<file path="src/rtl/tfd_gather.sv">
module tfd_gather #(
  parameter int ADDR_W     = 36,
  parameter int LEN_W      = 12,
  parameter int IDX_W      = 8,
  parameter int BASE_SHIFT = 8,
  parameter int DESC_LOG   = 7,
  parameter int MAX_BUFS   = 20,
  parameter int BUF_MAX    = 4092,
  parameter int FRAME_MAX  = 8192,
  localparam int BASE_W    = ADDR_W - BASE_SHIFT,
  localparam int HI_W      = ADDR_W - 32,
  localparam int CNT_W     = 5,
  localparam int SUM_W     = $clog2(MAX_BUFS * (2 ** LEN_W)) + 1,
  localparam int OUT_W     = $clog2(FRAME_MAX + 1)
) (
  input  logic              clk,
  input  logic              rst_n,
  input  logic              start,
  input  logic [IDX_W-1:0]  start_idx,
  input  logic [BASE_W-1:0] ring_base,
  output logic              busy,
  output logic              mem_rd,
  output logic [ADDR_W-1:0] mem_addr,
  input  logic [15:0]       mem_rdata,
  output logic              req_valid,
  input  logic              req_ready,
  output logic [ADDR_W-1:0] req_addr,
  output logic [LEN_W-1:0]  req_len,
  output logic              done,
  output logic [OUT_W-1:0]  done_bytes,
  output logic              err
);
  typedef enum logic [3:0] {
    S_IDLE, S_CNT, S_SCAN, S_LO0, S_LO1, S_HI, S_OUT, S_FIN, S_ERR
  } st_t;

  st_t               st;
  logic              rv;
  logic [BASE_W-1:0] base_q;
  logic [IDX_W-1:0]  idx_q;
  logic [CNT_W-1:0]  cnt_q, k_q;
  logic [SUM_W-1:0]  sum_q;
  logic [31:0]       lo_q;
  logic [HI_W-1:0]   hi_q;
  logic [LEN_W-1:0]  len_q;
  logic [6:0]        hw_off;

  wire [ADDR_W-1:0] desc_base = {base_q, {BASE_SHIFT{1'b0}}} + (ADDR_W'(idx_q) << DESC_LOG);
  wire [6:0]        k3        = 7'({k_q, 1'b0}) + 7'(k_q);
  wire [LEN_W-1:0]  len_rd    = mem_rdata[LEN_W+3:4];
  wire [SUM_W-1:0]  sum_nx    = sum_q + SUM_W'(len_rd);
  wire [CNT_W-1:0]  cnt_rd    = mem_rdata[8 +: CNT_W];
  wire              last      = (k_q == cnt_q - 1'b1);
  wire              rd_state  = (st == S_CNT) || (st == S_SCAN) || (st == S_LO0) ||
                                (st == S_LO1) || (st == S_HI);
  wire              got       = rd_state && rv;

  always_comb begin
    case (st)
      S_CNT:        hw_off = 7'd1;
      S_LO0:        hw_off = 7'd2 + k3;
      S_LO1:        hw_off = 7'd3 + k3;
      S_SCAN, S_HI: hw_off = 7'd4 + k3;
      default:      hw_off = 7'd0;
    endcase
  end

  assign mem_rd     = rd_state && !rv;
  assign mem_addr   = desc_base + ADDR_W'({hw_off, 1'b0});
  assign busy       = (st != S_IDLE);
  assign req_valid  = (st == S_OUT);
  assign req_addr   = {hi_q, lo_q};
  assign req_len    = len_q;
  assign done       = (st == S_FIN);
  assign done_bytes = sum_q[OUT_W-1:0];
  assign err        = (st == S_ERR);

  always_ff @(posedge clk) begin
    if (!rst_n) begin
      st     <= S_IDLE;
      rv     <= 1'b0;
      base_q <= '0;
      idx_q  <= '0;
      cnt_q  <= '0;
      k_q    <= '0;
      sum_q  <= '0;
      lo_q   <= '0;
      hi_q   <= '0;
      len_q  <= '0;
    end else begin
      if (rd_state) rv <= !rv;
      case (st)
        S_IDLE: if (start) begin
          base_q <= ring_base;
          idx_q  <= start_idx;
          st     <= S_CNT;
        end
        S_CNT: if (got) begin
          cnt_q <= cnt_rd;
          k_q   <= '0;
          sum_q <= '0;
          st    <= (cnt_rd == 0 || cnt_rd > MAX_BUFS) ? S_ERR : S_SCAN;
        end
        S_SCAN: if (got) begin
          sum_q <= sum_nx;
          if (len_rd > BUF_MAX) st <= S_ERR;
          else if (last) begin
            k_q <= '0;
            st  <= (sum_nx > FRAME_MAX) ? S_ERR : S_LO0;
          end else k_q <= k_q + 1'b1;
        end
        S_LO0: if (got) begin
          lo_q[15:0] <= mem_rdata;
          st         <= S_LO1;
        end
        S_LO1: if (got) begin
          lo_q[31:16] <= mem_rdata;
          st          <= S_HI;
        end
        S_HI: if (got) begin
          hi_q  <= mem_rdata[HI_W-1:0];
          len_q <= len_rd;
          st    <= S_OUT;
        end
        S_OUT: if (req_ready) begin
          if (last) st <= S_FIN;
          else begin
            k_q <= k_q + 1'b1;
            st  <= S_LO0;
          end
        end
        default: st <= S_IDLE;
      endcase
    end
  end
endmodule

</file>
<file path="config.mk">
export PLATFORM = sky130hd
export DESIGN_NAME = tfd_gather
export DESIGN_NICKNAME = d
export VERILOG_FILES = /design/src/rtl/tfd_gather.sv
export SDC_FILE = /design/constraint.sdc
export NUM_CORES = 1
export LEC_CHECK = 0
export ABC_AREA = 1
export BUFFER_PORTS_ARGS = -buffer_cell sky130_fd_sc_hd__clkbuf_2
export CORE_MARGIN = 2
export CORE_UTILIZATION = 45
export DETAILED_ROUTE_END_ITERATION = 10
export HOLD_SLACK_MARGIN = 0.02
export PLACE_DENSITY = 0.68
export SYNTH_ARGS = -nofsm -noshare
export SYNTH_HDL_FRONTEND = slang
export SYNTH_SLANG_ARGS = --single-unit
export TNS_END_PERCENT = 30
</file>
<file path="constraint.sdc">
create_clock -name clk -period 8.8 [get_ports clk]
set_input_delay 0.88 -clock clk [delete_from_list [all_inputs] [get_ports clk]]
set_output_delay 0.88 -clock clk [all_outputs]
set_load 0.05 [all_outputs]
</file>
==> run_summary.xml <==
<?xml version="1.0" encoding="UTF-8"?>
<metrics>
  <group name="critical_path">
    <metric name="critPathKind" unit="">flip-flop to output port</metric>
    <metric name="arrival_time_worst_endpoint" unit="ns">5.03</metric>
    <metric name="worst-endpoint-required" unit="ns">7.92</metric>
    <metric name="crit_fanout" unit="">7</metric>
    <metric name="worst_setup_path_end_kind" unit="">output port</metric>
    <metric name="startpoint_type" unit="">flip-flop</metric>
  </group>
  <group name="power_and_ir_drop">
    <metric name="power_report.internal_total" unit="mW">1.24</metric>
    <metric name="power.sequential.fraction" unit="">0.313</metric>
    <metric name="p_comb_frac" unit="">0.321</metric>
    <metric name="irDropWorstVdd" unit="mV">0.138</metric>
    <metric name="netSwitchingFraction" unit="">0.381</metric>
    <metric name="net-switching-power" unit="uW">765</metric>
    <metric name="power_density" unit="nW/um^2">235</metric>
    <metric name="share_clk_of_total_power" unit="">0.367</metric>
    <metric name="leakagePower" unit="nW">3.95</metric>
  </group>
  <group name="yosys">
    <metric name="synth_seq_area_share" unit="">0.331</metric>
    <metric name="top_reg_cell_synth" unit="">sky130_fd_sc_hd__dfxtp_1</metric>
    <metric name="synthesis.instances" unit="">1029</metric>
    <metric name="synth_top_cells_by_area" unit="">sky130_fd_sc_hd__dfxtp_1, sky130_fd_sc_hd__nand2_1, sky130_fd_sc_hd__a21oi_1</metric>
    <metric name="async_reset_ff_frac" unit="">0</metric>
    <metric name="synth_top_cell_by_area" unit="">sky130_fd_sc_hd__dfxtp_1</metric>
    <metric name="syn_nets" unit="">1119</metric>
    <metric name="synth_enable_flop_cells" unit="">0</metric>
    <metric name="synthDistinctLibCells" unit="">47</metric>
    <metric name="synth.cell_area" unit="sq um">7080</metric>
    <metric name="post-synth-top-area-fraction" unit="">0.331</metric>
    <metric name="synth-warning-count" unit="">0</metric>
    <metric name="synthesis.area_per_instance" unit="sq um">6.88</metric>
    <metric name="synth_register_bits" unit="">117</metric>
  </group>
  <group name="clock_tree">
    <metric name="clk_root_buffer_cell" unit="">sky130_fd_sc_hd__clkbuf_16</metric>
    <metric name="cts.path.max_buffers" unit="">2</metric>
    <metric name="clkSlewWorstSetupHoldPaths" unit="ns">0.06</metric>
    <metric name="ctsHoldBuffers" unit="">0</metric>
    <metric name="clock_insertion_delay_worst_skew" unit="ns">0.42</metric>
    <metric name="postCtsResizedCells" unit="">0</metric>
    <metric name="tritoncts" unit="">done</metric>
    <metric name="cts.htree.levels" unit="">4</metric>
    <metric name="cts_inserted_buffers" unit="">17</metric>
    <metric name="post-cts-setup-buffers" unit="">0</metric>
    <metric name="numClockSinks" unit="">117</metric>
  </group>
  <group name="global_route">
    <metric name="grt-ovfl-total" unit="">0</metric>
    <metric name="wire_length_of_the_first_global_routing_pass" unit="mm">31.8</metric>
    <metric name="grt.total_usage" unit="">0.239</metric>
    <metric name="antenna_violations_before_repair" unit="">0</metric>
    <metric name="via_count_of_the_first_global_routing_pass" unit="">6452</metric>
    <metric name="grt_max_degree" unit="">77</metric>
  </group>
  <group name="floorplanning">
    <metric name="floorplan.die.height" unit="um">129</metric>
    <metric name="fp-row-count" unit="">45</metric>
    <metric name="starting_density_of_the_core" unit="">0.463</metric>
    <metric name="dieArea" unit="sq um">16800</metric>
    <metric name="die_x" unit="um">129</metric>
    <metric name="fp.coreArea" unit="sq um">15300</metric>
    <metric name="top_level_ports" unit="">159</metric>
  </group>
  <group name="job">
    <metric name="drv_cap" unit="">0</metric>
  </group>
  <group name="finish">
    <metric name="layout.cells.most_common_list" unit="">sky130_fd_sc_hd__nand2_1, sky130_fd_sc_hd__clkbuf_2, sky130_fd_sc_hd__a21oi_1, sky130_fd_sc_hd__dfxtp_1, sky130_fd_sc_hd__inv_1</metric>
    <metric name="final.fill_count" unit="">1518</metric>
    <metric name="final_layout_size_suffix_gt1_frac" unit="">0.215</metric>
    <metric name="antenna_cells" unit="">0</metric>
    <metric name="flow.area_growth_from_synthesis" unit="%">20.2</metric>
    <metric name="layout.cells.most_common" unit="">sky130_fd_sc_hd__nand2_1</metric>
    <metric name="finish.net_count" unit="">1249</metric>
  </group>
  <group name="sta">
    <metric name="timing.final.setup_violations" unit="">0</metric>
    <metric name="timing.final.crit_share" unit="">0.671</metric>
    <metric name="clock.fmax" unit="MHz">169</metric>
    <metric name="hold_slack" unit="ns">0.458</metric>
    <metric name="grt_setup_unrepaired" unit="">no</metric>
    <metric name="period_minus_slack" unit="ns">5.91</metric>
    <metric name="worst_clock_skew" unit="ns">0.00896</metric>
    <metric name="setup_tns" unit="ns">0</metric>
    <metric name="hold_violations" unit="">0</metric>
    <metric name="worst_slew_margin_rel" unit="">0.429</metric>
    <metric name="drv_slew" unit="">0</metric>
    <metric name="worst-slew-pin-transition" unit="ns">0.853</metric>
  </group>
  <group name="detailed_routing">
    <metric name="drt_first_pass_iters" unit="">5</metric>
    <metric name="antenna_left" unit="">0</metric>
    <metric name="routed-via-count" unit="">7097</metric>
    <metric name="drt_wl_total" unit="mm">20.0</metric>
    <metric name="drt-wirelength-per-cell" unit="um">14.4</metric>
    <metric name="post_drt_via_cell_ratio" unit="">5.14</metric>
    <metric name="drc" unit="">0</metric>
    <metric name="drtIter0Drc" unit="">378</metric>
  </group>
  <group name="place">
    <metric name="numPortBuffers" unit="">157</metric>
    <metric name="dpl.hpwl" unit="mm">14.7</metric>
    <metric name="gp_routability_congestion" unit="">0.935</metric>
  </group>
  <group name="worst_hold_path">
    <metric name="hold_class" unit="">flip-flop to flip-flop</metric>
  </group>
  <group name="outcome">
    <metric name="outcome" unit="">completed</metric>
  </group>
</metrics>
-- worst paths after layout --
| path | startpoint | to | slack, ns | depth (start not counted) |
|---|---|---|---|---|
| worst max-delay path | k_q[0] | mem_addr[31] | 2.89 | 24 |
| worst min-delay path | lo_q[25] | lo_q[25] | 0.46 | 2 |
| worst max register to register | sum_q[0] | st[3] | 6.25 | 13 |
| worst min register to register | lo_q[25] | lo_q[25] | 0.46 | 2 |
-- state kept, by name, indices dropped and copies added (netlist names), 5 cells and up --
signal / cells
base_q: 28
cnt_q: 5
idx_q: 8
k_q: 5
lo_q: 32
req_len: 12
sum_q: 18
-- worst max-delay path: stages (launching register included) --
cell and delay [ns]:
sky130_fd_sc_hd__dfxtp_1 0.44, sky130_fd_sc_hd__ha_1 0.23, sky130_fd_sc_hd__inv_1 0.08, sky130_fd_sc_hd__fa_1 0.40
sky130_fd_sc_hd__xnor2_1 0.34, sky130_fd_sc_hd__ha_1 0.28, sky130_fd_sc_hd__nand2_1 0.08, sky130_fd_sc_hd__nor2_1 0.13
sky130_fd_sc_hd__nand2_1 0.07, sky130_fd_sc_hd__a211oi_1 0.25, sky130_fd_sc_hd__ha_1 0.20, sky130_fd_sc_hd__inv_1 0.05
sky130_fd_sc_hd__fa_1 0.39, sky130_fd_sc_hd__nand3b_1 0.18, sky130_fd_sc_hd__nand2_2 0.10, sky130_fd_sc_hd__a21boi_2 0.07
sky130_fd_sc_hd__o21ai_2 0.22, sky130_fd_sc_hd__nand2_2 0.12, sky130_fd_sc_hd__nor2_4 0.13, sky130_fd_sc_hd__nand2_2 0.10
sky130_fd_sc_hd__nor2_4 0.11, sky130_fd_sc_hd__nand3_2 0.09, sky130_fd_sc_hd__nor2_2 0.10, sky130_fd_sc_hd__xor2_1 0.14
sky130_fd_sc_hd__clkbuf_2 0.29
-- cells by family (layout without fill, tap and decap cells) --
logic type	Yosys count	after routing	synth area share
AO/OA/AOI/OAI	187	187	0.142
flip-flops	117	117	0.331
adder cells (fa/ha/maj)	34	34	0.0632
XOR/XNOR	40	40	0.0505
buffers and inverters	163	305	0.0991
other	1	1	0.000529
AND/OR/NAND/NOR	487	487	0.314
-- power groups by stage --
stage,logic [mW],registers [mW],clock network [mW]
floorplan,0.500,0.627,0
CTS,0.646,0.627,0.744
finish,0.643,0.627,0.735
global route,0.705,0.634,0.770
global placement,0.641,0.636,0
detailed placement,0.643,0.638,0
-- final cells by class --
| class | count | area [sq um] | area share |
|---|---|---|---|
| Clock buffer | 22 | 474 | 0.0557 |
| Clock inverter | 9 | 150 | 0.0176 |
| Inverter | 112 | 423 | 0.0497 |
| Multi-Input combinational cell | 749 | 4040 | 0.474 |
| Sequential cell | 117 | 2340 | 0.275 |
| Tap cell | 211 | 264 | 0.0310 |
| Timing Repair Buffer | 162 | 823 | 0.0967 |
-- layer usage --
layer	track usage	vias to the layer above	wire [um]
met5	0	-	0
met4	0.0715	0	359
met3	0.0520	31	1230
met2	0.397	235	9490
met1	0.311	3221	8890
li1	-	3610	-
-- stage by stage --
stage	cells	instance area (sq um)	utilization	worst slack [ns]	power, mW
floorplan	1029	7080	-	3.42	1.13
global placement	1351	7890	0.515	3.37	1.28
detailed placement	1351	7890	0.515	3.29	1.28
CTS	1382	8520	0.556	2.84	2.02
global route	1382	8520	0.556	2.43	2.11
finish	1382	8520	0.556	2.89	2.00
-- Yosys cell counts (4+ instances only) --
cell                         n
sky130_fd_sc_hd__nand2_1   230
sky130_fd_sc_hd__ha_1       31
sky130_fd_sc_hd__nand4_1    13
sky130_fd_sc_hd__a21oi_1   117
sky130_fd_sc_hd__xnor2_1     6
sky130_fd_sc_hd__nand2_2    15
sky130_fd_sc_hd__inv_1     100
sky130_fd_sc_hd__or2_2       4
sky130_fd_sc_hd__buf_2      10
sky130_fd_sc_hd__nand3b_1   10
sky130_fd_sc_hd__xor2_1     33
sky130_fd_sc_hd__nor3_1     15
sky130_fd_sc_hd__dfxtp_1   117
sky130_fd_sc_hd__nand3_1    94
sky130_fd_sc_hd__inv_2      11
sky130_fd_sc_hd__nand3_2     4
sky130_fd_sc_hd__nor2_2      6
sky130_fd_sc_hd__nor2_4      6
sky130_fd_sc_hd__buf_4      18
sky130_fd_sc_hd__o21ai_0    49
sky130_fd_sc_hd__nor4_1      5
sky130_fd_sc_hd__nor2_1     77
sky130_fd_sc_hd__clkbuf_1   20
(Power assumes the default switching activity.)
